$ cat src/rtl/irq_seq_pkg.sv
// Shared state encoding and state-class helpers for the interrupt
// entry/return sequencer. Assumes one memory access per access state.
package irq_seq_pkg;

    typedef enum logic [3:0] {
        ST_IDLE   = 4'd0,
        ST_PSH_FL = 4'd1,
        ST_PSH_CS = 4'd2,
        ST_PSH_IP = 4'd3,
        ST_VEC_IP = 4'd4,
        ST_VEC_CS = 4'd5,
        ST_POP_IP = 4'd6,
        ST_POP_CS = 4'd7,
        ST_POP_FL = 4'd8,
        ST_DONE   = 4'd9
    } seq_state_e;

    // True in the three stack-write states of the entry path.
    function automatic logic is_push(seq_state_e s);
        return (s == ST_PSH_FL) || (s == ST_PSH_CS) || (s == ST_PSH_IP);
    endfunction

    // True in the two vector-table read states.
    function automatic logic is_vec(seq_state_e s);
        return (s == ST_VEC_IP) || (s == ST_VEC_CS);
    endfunction

    // True in the three stack-read states of the return path.
    function automatic logic is_pop(seq_state_e s);
        return (s == ST_POP_IP) || (s == ST_POP_CS) || (s == ST_POP_FL);
    endfunction

endpackage

$ cat src/rtl/irq_seq_fsm.sv
// Sequencer control. Walks the fixed entry order (three pushes, two vector
// reads) or the return order (three pops), one access per state, and moves
// on only when the access is acknowledged by mem_rdy.
// Assumes svc_req/ret_req are only meaningful while idle.
module irq_seq_fsm
    import irq_seq_pkg::*;
(
    input  logic       clk,
    input  logic       rst_n,
    input  logic       svc_req,
    input  logic       ret_req,
    input  logic       mem_rdy,
    output seq_state_e state_q,
    output logic       step,
    output logic       load,
    output logic       busy,
    output logic       done,
    output logic       mem_rd,
    output logic       mem_wr
);

    seq_state_e state_d;

    // Strobe decode and handshake qualifiers from the current state.
    always_comb begin
        mem_wr = is_push(state_q);
        mem_rd = is_vec(state_q) || is_pop(state_q);
        step   = (mem_rd || mem_wr) && mem_rdy;
        load   = (state_q == ST_IDLE) && (svc_req || ret_req);
        busy   = (state_q != ST_IDLE);
        done   = (state_q == ST_DONE);
    end

    // Next-state selection; service requests outrank return requests.
    always_comb begin
        state_d = state_q;
        unique case (state_q)
            ST_IDLE: begin
                if (svc_req)      state_d = ST_PSH_FL;
                else if (ret_req) state_d = ST_POP_IP;
            end
            ST_PSH_FL: if (step) state_d = ST_PSH_CS;
            ST_PSH_CS: if (step) state_d = ST_PSH_IP;
            ST_PSH_IP: if (step) state_d = ST_VEC_IP;
            ST_VEC_IP: if (step) state_d = ST_VEC_CS;
            ST_VEC_CS: if (step) state_d = ST_DONE;
            ST_POP_IP: if (step) state_d = ST_POP_CS;
            ST_POP_CS: if (step) state_d = ST_POP_FL;
            ST_POP_FL: if (step) state_d = ST_DONE;
            ST_DONE:   state_d = ST_IDLE;
            default:   state_d = ST_IDLE;
        endcase
    end

    // State register with synchronous reset to idle.
    always_ff @(posedge clk) begin
        if (!rst_n) state_q <= ST_IDLE;
        else        state_q <= state_d;
    end

    // an unacknowledged access keeps the sequencer where it is.
    a_r7_hold_on_wait: assert property (@(posedge clk) disable iff (!rst_n)
        ((mem_rd || mem_wr) && !mem_rdy) |=> (state_q == $past(state_q)));

    // a service request in idle always opens the entry path.
    a_r2_svc_first: assert property (@(posedge clk) disable iff (!rst_n)
        ((state_q == ST_IDLE) && svc_req) |=> (state_q == ST_PSH_FL));

    // a lone return request opens the pop path.
    a_r2_ret_path: assert property (@(posedge clk) disable iff (!rst_n)
        ((state_q == ST_IDLE) && !svc_req && ret_req) |=> (state_q == ST_POP_IP));

    // the completion cycle is followed by idle.
    a_r8_done_then_idle: assert property (@(posedge clk) disable iff (!rst_n)
        done |=> !busy);

endmodule

$ cat src/rtl/irq_seq_work.sv
// Working copy of the machine state for one sequence, plus the result
// registers handed to the core. Latches the request inputs on acceptance,
// applies the SP step, flag clear or loaded word on each acknowledged
// access, and publishes results on the final access.
// Assumes IE_POS and TR_POS are distinct bit positions below DATA_W.
module irq_seq_work
    import irq_seq_pkg::*;
#(
    parameter int DATA_W = 16,
    parameter int TYPE_W = 8,
    parameter int IE_POS = 9,
    parameter int TR_POS = 8
) (
    input  logic              clk,
    input  logic              rst_n,
    input  seq_state_e        state_q,
    input  logic              step,
    input  logic              load,
    input  logic [TYPE_W-1:0] svc_type,
    input  logic [DATA_W-1:0] cur_flags,
    input  logic [DATA_W-1:0] cur_cs,
    input  logic [DATA_W-1:0] cur_ip,
    input  logic [DATA_W-1:0] cur_sp,
    input  logic [DATA_W-1:0] cur_ss,
    input  logic [DATA_W-1:0] mem_rdata,
    output logic [DATA_W-1:0] w_flags,
    output logic [DATA_W-1:0] w_cs,
    output logic [DATA_W-1:0] w_ip,
    output logic [DATA_W-1:0] w_sp,
    output logic [DATA_W-1:0] w_ss,
    output logic [TYPE_W-1:0] w_type,
    output logic [DATA_W-1:0] res_flags,
    output logic [DATA_W-1:0] res_cs,
    output logic [DATA_W-1:0] res_ip,
    output logic [DATA_W-1:0] res_sp
);

    localparam int WORD_BYTES = DATA_W / 8;
    localparam logic [DATA_W-1:0] SP_STEP  = DATA_W'(WORD_BYTES);
    localparam logic [DATA_W-1:0] CLR_BITS =
        (DATA_W'(1) << IE_POS) | (DATA_W'(1) << TR_POS);

    logic [DATA_W-1:0] flags_d, cs_d, ip_d, sp_d;
    logic              last_access;

    // Per-state update of the working values for an acknowledged access.
    always_comb begin
        flags_d = w_flags;
        cs_d    = w_cs;
        ip_d    = w_ip;
        sp_d    = w_sp;
        unique case (state_q)
            ST_PSH_FL: begin
                sp_d    = w_sp - SP_STEP;
                flags_d = w_flags & ~CLR_BITS;
            end
            ST_PSH_CS: sp_d = w_sp - SP_STEP;
            ST_PSH_IP: sp_d = w_sp - SP_STEP;
            ST_VEC_IP: ip_d = mem_rdata;
            ST_VEC_CS: cs_d = mem_rdata;
            ST_POP_IP: begin
                ip_d = mem_rdata;
                sp_d = w_sp + SP_STEP;
            end
            ST_POP_CS: begin
                cs_d = mem_rdata;
                sp_d = w_sp + SP_STEP;
            end
            ST_POP_FL: begin
                flags_d = mem_rdata;
                sp_d    = w_sp + SP_STEP;
            end
            default: ;
        endcase
        last_access = step && ((state_q == ST_VEC_CS) || (state_q == ST_POP_FL));
    end

    // Working registers: capture on acceptance, advance on each access.
    always_ff @(posedge clk) begin
        if (!rst_n) begin
            w_flags <= '0;
            w_cs    <= '0;
            w_ip    <= '0;
            w_sp    <= '0;
            w_ss    <= '0;
            w_type  <= '0;
        end else if (load) begin
            w_flags <= cur_flags;
            w_cs    <= cur_cs;
            w_ip    <= cur_ip;
            w_sp    <= cur_sp;
            w_ss    <= cur_ss;
            w_type  <= svc_type;
        end else if (step) begin
            w_flags <= flags_d;
            w_cs    <= cs_d;
            w_ip    <= ip_d;
            w_sp    <= sp_d;
        end
    end

    // Result registers: published together on the last access of a path.
    always_ff @(posedge clk) begin
        if (!rst_n) begin
            res_flags <= '0;
            res_cs    <= '0;
            res_ip    <= '0;
            res_sp    <= '0;
        end else if (last_access) begin
            res_flags <= flags_d;
            res_cs    <= cs_d;
            res_ip    <= ip_d;
            res_sp    <= sp_d;
        end
    end

    // once the flags word is pushed, both special bits read as zero.
    a_r5_flags_cleared: assert property (@(posedge clk) disable iff (!rst_n)
        (step && (state_q == ST_PSH_FL)) |=> (!w_flags[IE_POS] && !w_flags[TR_POS]));

    // each acknowledged push leaves SP one word lower.
    a_r3_push_lowers_sp: assert property (@(posedge clk) disable iff (!rst_n)
        (step && is_push(state_q)) |=> (w_sp == $past(w_sp) - SP_STEP));

    // each acknowledged pop leaves SP one word higher.
    a_r6_pop_raises_sp: assert property (@(posedge clk) disable iff (!rst_n)
        (step && is_pop(state_q)) |=> (w_sp == $past(w_sp) + SP_STEP));

endmodule

$ cat src/rtl/irq_seq_agen.sv
// Address and write-data generator. Forms stack addresses as segment
// shifted left plus offset (pre-decremented for pushes), and vector
// addresses as type scaled by the entry size from physical zero.
// Assumes the physical bus is ADDR_W bits and wraps on overflow.
module irq_seq_agen
    import irq_seq_pkg::*;
#(
    parameter int ADDR_W    = 20,
    parameter int DATA_W    = 16,
    parameter int TYPE_W    = 8,
    parameter int SEG_SHIFT = 4
) (
    input  logic              clk,
    input  logic              rst_n,
    input  seq_state_e        state_q,
    input  logic [DATA_W-1:0] w_flags,
    input  logic [DATA_W-1:0] w_cs,
    input  logic [DATA_W-1:0] w_ip,
    input  logic [DATA_W-1:0] w_sp,
    input  logic [DATA_W-1:0] w_ss,
    input  logic [TYPE_W-1:0] w_type,
    output logic [ADDR_W-1:0] mem_addr,
    output logic [DATA_W-1:0] mem_wdata
);

    localparam int WORD_BYTES  = DATA_W / 8;
    localparam int VEC_BYTES   = 2 * WORD_BYTES;
    localparam int VEC_SHIFT   = $clog2(VEC_BYTES);
    localparam int TABLE_BYTES = (1 << TYPE_W) * VEC_BYTES;

    logic [DATA_W-1:0] stk_off;
    logic [ADDR_W-1:0] seg_base, stk_addr, vec_addr;

    // Stack offset: pushes address the word below the current SP.
    always_comb begin
        stk_off = w_sp;
        if (is_push(state_q)) stk_off = w_sp - DATA_W'(WORD_BYTES);
    end

    // Physical addresses for the stack and the vector table.
    always_comb begin
        seg_base = ADDR_W'(w_ss) << SEG_SHIFT;
        stk_addr = seg_base + ADDR_W'(stk_off);
        vec_addr = ADDR_W'(w_type) << VEC_SHIFT;
        if (state_q == ST_VEC_CS) vec_addr = vec_addr + ADDR_W'(WORD_BYTES);
    end

    // Bus address selection by state class.
    always_comb begin
        if (is_vec(state_q))                          mem_addr = vec_addr;
        else if (is_push(state_q) || is_pop(state_q)) mem_addr = stk_addr;
        else                                          mem_addr = '0;
    end

    // Write data follows the fixed push order.
    always_comb begin
        unique case (state_q)
            ST_PSH_FL: mem_wdata = w_flags;
            ST_PSH_CS: mem_wdata = w_cs;
            ST_PSH_IP: mem_wdata = w_ip;
            default:   mem_wdata = '0;
        endcase
    end

    // vector fetches stay word aligned inside the table.
    a_r4_vec_in_table: assert property (@(posedge clk) disable iff (!rst_n)
        is_vec(state_q) |-> ((mem_addr < ADDR_W'(TABLE_BYTES)) && !mem_addr[0]));

endmodule

$ cat src/rtl/irq_entry_seq.sv
// Interrupt entry/return sequencer top. Connects control, working state
// and address generation. The core supplies its registers at the request
// and takes new_* when done pulses. Assumes requests are single-cycle
// strobes and that memory completes an access on any edge with mem_rdy.
module irq_entry_seq
    import irq_seq_pkg::*;
#(
    parameter int ADDR_W    = 20,
    parameter int DATA_W    = 16,
    parameter int TYPE_W    = 8,
    parameter int SEG_SHIFT = 4,
    parameter int IE_POS    = 9,
    parameter int TR_POS    = 8
) (
    input  logic              clk,
    input  logic              rst_n,
    input  logic              svc_req,
    input  logic [TYPE_W-1:0] svc_type,
    input  logic              ret_req,
    input  logic [DATA_W-1:0] cur_flags,
    input  logic [DATA_W-1:0] cur_cs,
    input  logic [DATA_W-1:0] cur_ip,
    input  logic [DATA_W-1:0] cur_sp,
    input  logic [DATA_W-1:0] cur_ss,
    output logic [ADDR_W-1:0] mem_addr,
    output logic [DATA_W-1:0] mem_wdata,
    input  logic [DATA_W-1:0] mem_rdata,
    output logic              mem_rd,
    output logic              mem_wr,
    input  logic              mem_rdy,
    output logic              busy,
    output logic              done,
    output logic [DATA_W-1:0] new_flags,
    output logic [DATA_W-1:0] new_cs,
    output logic [DATA_W-1:0] new_ip,
    output logic [DATA_W-1:0] new_sp
);

    seq_state_e        state_q;
    logic              step, load;
    logic [DATA_W-1:0] w_flags, w_cs, w_ip, w_sp, w_ss;
    logic [TYPE_W-1:0] w_type;

    irq_seq_fsm u_fsm (
        .clk     (clk),
        .rst_n   (rst_n),
        .svc_req (svc_req),
        .ret_req (ret_req),
        .mem_rdy (mem_rdy),
        .state_q (state_q),
        .step    (step),
        .load    (load),
        .busy    (busy),
        .done    (done),
        .mem_rd  (mem_rd),
        .mem_wr  (mem_wr)
    );

    irq_seq_work #(
        .DATA_W (DATA_W),
        .TYPE_W (TYPE_W),
        .IE_POS (IE_POS),
        .TR_POS (TR_POS)
    ) u_work (
        .clk       (clk),
        .rst_n     (rst_n),
        .state_q   (state_q),
        .step      (step),
        .load      (load),
        .svc_type  (svc_type),
        .cur_flags (cur_flags),
        .cur_cs    (cur_cs),
        .cur_ip    (cur_ip),
        .cur_sp    (cur_sp),
        .cur_ss    (cur_ss),
        .mem_rdata (mem_rdata),
        .w_flags   (w_flags),
        .w_cs      (w_cs),
        .w_ip      (w_ip),
        .w_sp      (w_sp),
        .w_ss      (w_ss),
        .w_type    (w_type),
        .res_flags (new_flags),
        .res_cs    (new_cs),
        .res_ip    (new_ip),
        .res_sp    (new_sp)
    );

    irq_seq_agen #(
        .ADDR_W    (ADDR_W),
        .DATA_W    (DATA_W),
        .TYPE_W    (TYPE_W),
        .SEG_SHIFT (SEG_SHIFT)
    ) u_agen (
        .clk       (clk),
        .rst_n     (rst_n),
        .state_q   (state_q),
        .w_flags   (w_flags),
        .w_cs      (w_cs),
        .w_ip      (w_ip),
        .w_sp      (w_sp),
        .w_ss      (w_ss),
        .w_type    (w_type),
        .mem_addr  (mem_addr),
        .mem_wdata (mem_wdata)
    );

    // no strobe while idle.
    a_r1_idle_quiet: assert property (@(posedge clk) disable iff (!rst_n)
        !busy |-> !(mem_rd || mem_wr));

    // never read and write together.
    a_r7_single_strobe: assert property (@(posedge clk) disable iff (!rst_n)
        !(mem_rd && mem_wr));

    // a waiting access keeps its address and data steady.
    a_r7_addr_stable: assert property (@(posedge clk) disable iff (!rst_n)
        ((mem_rd || mem_wr) && !mem_rdy) |=> ($stable(mem_addr) && $stable(mem_wdata)));

    // completion is a single-cycle pulse.
    a_r8_done_single: assert property (@(posedge clk) disable iff (!rst_n)
        done |=> !done);

endmodule

$ cat config.mk
export PLATFORM = sky130hd
export DESIGN_NAME = irq_entry_seq
export DESIGN_NICKNAME = d
export VERILOG_FILES = /design/src/rtl/irq_seq_pkg.sv /design/src/rtl/irq_seq_fsm.sv /design/src/rtl/irq_seq_work.sv /design/src/rtl/irq_seq_agen.sv /design/src/rtl/irq_entry_seq.sv
export SDC_FILE = /design/constraint.sdc
export NUM_CORES = 1
export LEC_CHECK = 0
export CORE_MARGIN = 3
export CORE_UTILIZATION = 35
export DETAILED_ROUTE_END_ITERATION = 10
export GPL_ROUTABILITY_DRIVEN = 1
export PLACE_DENSITY_LB_ADDON = 0.25
export SETUP_SLACK_MARGIN = 0.05
export SLEW_MARGIN = 25
export SYNTH_ARGS = -nofsm -noshare
export SYNTH_HDL_FRONTEND = slang
export SYNTH_SLANG_ARGS = --single-unit
$ cat constraint.sdc
create_clock -name clk -period 4.3 [get_ports clk]
set_clock_uncertainty 0.1 [all_clocks]
set_input_delay 0.86 -clock clk [delete_from_list [all_inputs] [get_ports clk]]
set_output_delay 0.86 -clock clk [all_outputs]
set_load 0.03 [all_outputs]
# After elaboration in Yosys (flattened, before gate mapping)
# Cells that the tools add are included.
totals:
  regBits: 156
  word_cells: 81
op_classes:
  addsub: 4
  n_eq_ne: 17
  muxes: 27
  reduce_logical: 22
op_table:
  columns: ["cell", "n"]
  rows:
  - ["16-bit two-way mux", 11]
  - ["16-bit one-hot mux with 2 select lines", 2]
  - ["16-bit one-hot mux with 3 select lines", 1]
  - ["20-bit two-way mux", 2]
  - ["4-bit two-way mux", 9]
  - ["4-bit one-hot mux with 8 select lines", 1]
  - ["20-bit by 16-bit adder with 20-bit output", 1]
  - ["16-bit by 2-bit adder with 16-bit output (second input constant)", 1]
  - ["4-bit by 3-bit == test with 1-bit output (second input constant)", 4]
  - ["16-bit by 2-bit subtractor with 16-bit output (second input constant)", 1]
  - ["2-bit != test (second input constant)", 6]
  - ["10-bit by 2-bit adder with 11-bit output (second input constant)", 1]
  - ["11-bit two-way mux", 1]
  - ["1-bit logical OR", 10]
  - ["4-bit by 2-bit == test with 1-bit output (second input constant)", 2]
  - ["4-bit == test (second input constant)", 2]
  - ["8-bit AND reduction", 1]
  - ["2-bit OR reduction", 3]
  - ["3-bit OR reduction", 2]
  - ["4-bit by 1-bit == test with 1-bit output (second input constant)", 1]
  - ["4-bit logical NOT", 1]
  - ["4-bit nonzero test", 1]
  - ["1-bit logical AND", 3]
  - ["3-bit != test (second input constant)", 1]
  - ["2 further kinds", 2]

# Logic depth before layout (Yosys ltp)
depth:
  word_depth: 8
  ltp_mapped: 15
  ltp_nobuf: 13

# Hierarchy
# From an unflattened synthesis, not the netlist that was laid out.
hier_totals:
  hier_cells: 1099
  hier_area_um2: 9125.0
modules_own_cells:
  columns: ["module", "n_inst", "cells_each", "area_per_inst_um2", "seq_area_each_um2"]
  rows:
  - ["irq_seq_work", 1, 830, 7345.8, 3042.9]
  - ["irq_seq_agen", 1, 228, 1425.1, 0.0]
  - ["irq_seq_fsm", 1, 41, 354.1, 80.1]

# Worst setup path after synthesis
# Ideal clock, no wire load.
synth_timing:
  kind: "reg2out"
  startpoint: "register u_work.w_sp[1]"
  endpoint: "output mem_addr[16]"
  t_arrival_ns: 3.704
  path_slack_ns: -0.364
  path_stages_with_launch: 12
  cell_sequence: "dfxtp_1 > inv_1 > ha_1 > or3b_1 > buf_2 > nor4_2 > nand3_1 > xnor2_1 > ha_1 > a2111oi_0 > a21oi_1 > o21ai_0"
synth_between:
  elab_chain_cells: 5
synth_rtl:
  columns: ["element", "line", "rtl"]
  rows:
  - ["start: declaration", "irq_seq_work.sv:29", "output logic [DATA_W-1:0] w_sp,"]
  - ["start signal: assignment", "irq_seq_work.sv:91", "w_sp <= cur_sp;"]
  - ["start signal: assignment", "irq_seq_work.sv:98", "w_sp <= sp_d;"]
  - ["16-bit by 2-bit subtractor with 16-bit output", "irq_seq_agen.sv:37", "if (is_push(state_q)) stk_off = w_sp - DATA_W'(WORD_BYTES);"]
  - ["16-bit two-way mux (*)", "irq_seq_agen.sv:37", null]
  - ["20-bit by 16-bit adder with 20-bit output (*)", "irq_seq_agen.sv:43", "stk_addr = seg_base + ADDR_W'(stk_off);"]
  - ["20-bit two-way mux (*)", "irq_seq_agen.sv:51", "else if (is_push(state_q) || is_pop(state_q)) mem_addr = stk_addr;"]
  - ["20-bit two-way mux (*)", "irq_seq_agen.sv:50", "if (is_vec(state_q)) mem_addr = vec_addr;"]
  - ["end: declaration", "irq_entry_seq.sv:25", "output logic [ADDR_W-1:0] mem_addr,"]
# Every way passes the cells marked *; elsewhere a longest branch is shown, timed or not.

# Worst setup path after layout
layout_timing:
  startpoint: "register u_work.w_sp[2]"
  endpoint: "output mem_addr[19]"
# The elaborated chain is that of the path after synthesis.

==> results.md <==
Setup path:
- The critical path launch point type is a flop.
- The biggest fanout along the worst timing path is 4.
- Walking the worst path, the cells encountered are inv_2 -> ha_4 -> or3b_4 -> or4_4 -> nor2_4 -> xnor2_2 -> ha_4 -> o21ai_2 -> a21oi_2 -> a311oi_2 -> or4_4 -> a21oi_4 -> buf_12.
- The number of buffers and inverters on the critical path is 2.
- The highest cell delay on the worst timing path is approximately 0.57 ns.
- The source of the worst register-to-register timing path is u_fsm.state_q[0]$_SDFFE_PN0P_.
- The element type at the critical path end is an output pin.
- The data required time of the worst path is approximately 3.3 ns.
- The worst setup path startpoint is u_work.w_sp[2]$_SDFFE_PN0P_.
- Among cell families on the critical path, the largest total delay comes from simple AND/OR/NAND/NOR gates.
- The category of the critical setup timing path is flop to output pin.
- The largest individual stage delay along the critical path comes from the cell sky130_fd_sc_hd__or4_4.
- The data arrival time of the critical path is 3.60 ns.

Power and ir drop:
- IR analysis of the VDD net gives a maximum drop of about 0.00036 V.
- The share of total power dissipated in combinational logic is 0.583.
- The power density normalized to cell area is about 710 nW/um2.
- Of the total power, registers draw 0.230.
- The net switching fraction of the power is 0.455.
- The switching power of the nets is just under 4 mW.
- The static power due to leakage is 4.28 nW.
- Internal power comes to around 4.8 mW.
- The clock network power share is 0.187.

Floorplan:
- The initial utilization of the core area, before any placement, comes to 0.360.
- The number of cell rows is between 50 and 60.
- The overall die area is 26400 um2.
- The die is 162 um wide.
- The die height is 162 um.
- The area of the core is about 24000 um2.
- around 210 I/O pins were placed.

Place:
- The weighted congestion at the end of routability-driven global placement is 0.880.
- Prior to clock tree synthesis, the placed netlist has a worst setup slack of -0.0396 ns.
- Buffers placed on the I/O ports in this run total 212.
- The area of placed instances is roughly 11000 um2.
- The HPWL after detailed placement is 22400 um.

Global routing:
- The combined global-route utilization of all metal layers is 0.241.
- The first global-routing pass estimated 50400 um of wire.
- The via count of the first global-routing pass is about 9000.
- The maximum number of pins on one net before global-route repair is ~90.
- The met1 layer usage reported by global route is 0.314.
- The total overflow left after global routing is 0.
- The number of antenna violations at the first check in global routing was 0.
- In this run the most used layer during global routing was met2.
- The global routing usage on met3 is 0.0654.
- For this run, global-route usage on met2 was measured as 0.385.

Route:
- For this run, the detailed router's first-pass iteration total came to 6.
- The number of vias in the routed layout is 9411.
- The total length of routed wires is approximately 33000 um.
- The DRC violation total after the first TritonRoute iteration is 778.
- The via density per instance is ~5.7.
- The post-route antenna net violation count is 0.
- After detailed routing, the number of remaining DRC violations is 0.
- The post-detailed-route wirelength per cell is approximately 20 um.

Worst hold path:
- The hold path startpoint is u_work.res_sp[1]$_SDFFE_PN0P_.
- The classification of the worst-slack hold path is flop to flop.

Yosys:
- By instance count, the leading cell after synthesis is sky130_fd_sc_hd__nand2_1.
- In the synthesized netlist the async set-or-reset flop fraction comes to 0.
- Counting every net in the synthesized netlist gives around 1200.
- The arithmetic-cell share of the synthesized area counting full adders, half adders and majority gates is 0.0243.
- Of the total synthesized cell area, the portion taken by AND, OR, NAND and NOR gates is 0.214.
- Of the total synthesized cell area, the portion taken by XOR and XNOR cells is 0.0286.
- For this run, the register share of the synthesized area comes to 0.365.
- The synthesized instance count is approximately 1100.
- In this run, synthesis inferred 0 flip-flops with an integrated enable.
- The commonest cells after synthesis are 161 x sky130_fd_sc_hd__nand2_1, 156 x sky130_fd_sc_hd__dfxtp_1, 139 x sky130_fd_sc_hd__nor2_1, 95 x sky130_fd_sc_hd__a21oi_1, 75 x sky130_fd_sc_hd__clkbuf_1.
- The mapped cell area is ~8600 um2.
- The register bit total from synthesis is 156.
- In the post-synthesis netlist, the biggest area contributors are sky130_fd_sc_hd__dfxtp_1 36%, sky130_fd_sc_hd__nand2_1 7.1%, sky130_fd_sc_hd__nor2_1 6.1%.
- sky130_fd_sc_hd__dfxtp_1 takes more of the synthesized area than any other cell.
- The share of the synthesized area in the top cell type is 0.365.
- The portion of netlist area occupied by mux cells is 0.0409.
- During synthesis, Yosys emitted a total of 0 warnings.
- A synthesized cell averages ~7.7 um2.
- The dominant synthesized flop cell is sky130_fd_sc_hd__dfxtp_1.
- The complex-gate fraction of the synthesized area is 0.277.
- The dominant combinational cell family by area after synthesis is compound AO/OA/AOI/OAI gates.
- The number of unique standard cell types used by synthesis is 71.

Final layout:
- The multi-input combinational cells in the finished layout cover a total of between 5000 and 6000 um2.
- After the last flow step, the layout net total stands at around 1400.
- The total inserted antenna cells is 0.
- The number of inserted filler cells in the final layout is 2270.
- The sequential cell area is approximately 3100 um2.
- The relative area change from synthesis to final layout is 44.1%.
- The finished cells cover between 10000 and 15000 um2.
- In the final layout, the share of cells above drive strength 1 is 0.148.

STA:
- Setup repair after global routing could not meet its margin everywhere.
- The hold slack is ~0.35 ns.
- At the pin with the least slew margin, the transition time is 1.01 ns.
- Derived from the worst setup path, the maximum achievable clock frequency is around 0.22 GHz.
- The number of pins with negative max-slew slack in the final report came to 0.
- Setup slack on the critical path of the routed design comes to -0.258 ns.
- The routed design could run at a clock period as short as 4.56 ns.
- The number of endpoints failing setup at the final stage is 7.
- The hold violation total from the final report is 0.
- In this run the tightest slew margin relative to its limit is 0.330.
- Of the available clock period, the critical path in the final layout requires 1.06.

Clocking:
- The clock tree synthesis step divided the H-tree into 4 levels.
- The number of buffers inserted by hold repair at cts is 0.
- The clock latency at the later pin of the worst-skew pair is ~0.43 ns.
- CTS placed an instance of sky130_fd_sc_hd__clkbuf_16 at the clock tree root.
- TritonCTS built the clock tree.
- Counting along the longest clock path gives a buffer depth of 2.
- The clock-pin transition on the worst setup and hold timing paths is approximately 0.070 ns.
- The number of CTS-inserted buffers is 17.
- The CTS sink count is ~160.

Status:
- The run finished, with violations left.
- The final reports fail on setup timing.

Job:
- Max-cap violations in this run came to 0.
==> path summary, 6_finish.rpt <==
| path | endpoint | slack, ns | depth (start not counted) |
|---|---|---|---|
| setup reg to reg | u_work.w_sp[10]$_SDFFE_PN0P_ | 1.18 | 8 |
| hold reg to reg | u_work.res_sp[1]$_SDFFE_PN0P_ | 0.35 | 2 |
| hold / removal | u_work.res_sp[1]$_SDFFE_PN0P_ | 0.35 | 2 |
| setup / recovery | mem_addr[19] | -0.26 | 13 |
==> sequential cells by signal (all words and copies together), names as in the netlist <==
signal	cells
u_work.w_ip	16
u_fsm.state_q	4
u_work.w_sp	16
u_work.res_cs	16
u_work.res_sp	16
u_work.w_flags	16
u_work.w_ss	16
u_work.res_ip	16
u_work.res_flags	16
u_work.w_type	8
u_work.w_cs	16
==> area by class of cell <==
type,count,area share
Clock buffer,18,0.0348
Inverter,13,0.00416
Timing Repair Buffer,285,0.224
Tap cell,319,0.0324
Multi-Input combinational cell,838,0.435
Clock inverter,14,0.0160
Sequential cell,156,0.254
==> layer usage <==
layer	vias to the layer above	wire length, um
met3	54	2480
li1	4469	-
met1	4537	13800
met5	-	0
met2	351	15500
met4	0	824
==> worst min-delay path, cell delays in order (launching register included) <==
cell and delay (ns):
sky130_fd_sc_hd__dfxtp_1 0.31, sky130_fd_sc_hd__nand2_1 0.05, sky130_fd_sc_hd__a21oi_1 0.05
==> power groups by stage <==
stage / clock network (mW) / registers, mW / logic [mW]
after floorplan: 0 / 2.03 / 2.88
after global placement: 0 / 2.01 / 4.60
after detailed placement: 0 / 2.02 / 4.62
after CTS: 1.66 / 2.00 / 4.82
after global routing: 1.71 / 2.05 / 5.52
final: 1.64 / 2.01 / 5.10
==> stage by stage <==
stage / util / power (mW) / cells / setup TNS, ns
CTS: 0.511 / 8.48 / 1639 / -1.22
global route: 0.519 / 9.28 / 1643 / -2.31
global placement: 0.477 / 6.62 / 1599 / -0.00729
detailed placement: 0.477 / 6.64 / 1599 / -0.0606
floorplan: - / 4.91 / 1105 / 0
finish: 0.519 / 8.75 / 1643 / -1.00
==> placed cells by master (no fill, tap or decap), types with 5 or more instances in the layout <==
cell type,n
sky130_fd_sc_hd__o221ai_1,7
sky130_fd_sc_hd__a21oi_1,89
sky130_fd_sc_hd__o21ai_2,6
sky130_fd_sc_hd__nand2_1,160
sky130_fd_sc_hd__a222oi_1,17
sky130_fd_sc_hd__nor2_1,131
sky130_fd_sc_hd__buf_12,10
sky130_fd_sc_hd__buf_4,77
sky130_fd_sc_hd__inv_6,6
sky130_fd_sc_hd__xnor2_1,12
sky130_fd_sc_hd__nor2_2,5
sky130_fd_sc_hd__or3_1,5
sky130_fd_sc_hd__a22oi_1,45
sky130_fd_sc_hd__xor2_1,12
sky130_fd_sc_hd__a31oi_1,17
sky130_fd_sc_hd__o21ai_0,39
sky130_fd_sc_hd__a21o_1,5
sky130_fd_sc_hd__a22o_1,7
sky130_fd_sc_hd__mux2i_1,34
sky130_fd_sc_hd__a311oi_1,30
sky130_fd_sc_hd__ha_1,9
sky130_fd_sc_hd__clkdlybuf4s50_1,197
sky130_fd_sc_hd__and3_1,9
sky130_fd_sc_hd__nand3_1,23
sky130_fd_sc_hd__clkbuf_16,17
sky130_fd_sc_hd__nand2b_1,9
sky130_fd_sc_hd__inv_1,8
sky130_fd_sc_hd__dfxtp_1,152
sky130_fd_sc_hd__o22ai_1,14
sky130_fd_sc_hd__nor4_1,8
sky130_fd_sc_hd__nor3_1,10
sky130_fd_sc_hd__or2_2,6
sky130_fd_sc_hd__a211oi_1,18
sky130_fd_sc_hd__nand4_1,8
==> timing repair <==
| item | 4_1_cts | 5_1_grt |
|---|---|---|
| resized for setup | 30 | 39 |
| pin swaps | 21 | 19 |
| setup buffers | 8 | 4 |
| endpoints found under the setup margin | 12 | 12 |
==> cell families (layout without fill, tap and decap cells) <==
| logic type | Yosys count | in the layout |
|---|---|---|
| adder cells (fa/ha/maj) | 16 | 16 |
| flip-flops | 156 | 156 |
| multiplexers | 35 | 35 |
| AND/OR/NAND/NOR | 410 | 410 |
| XOR/XNOR | 28 | 28 |
| buffers and inverters | 111 | 330 |
| AO/OA/AOI/OAI | 349 | 349 |
Power figures use the tool's default switching activity.
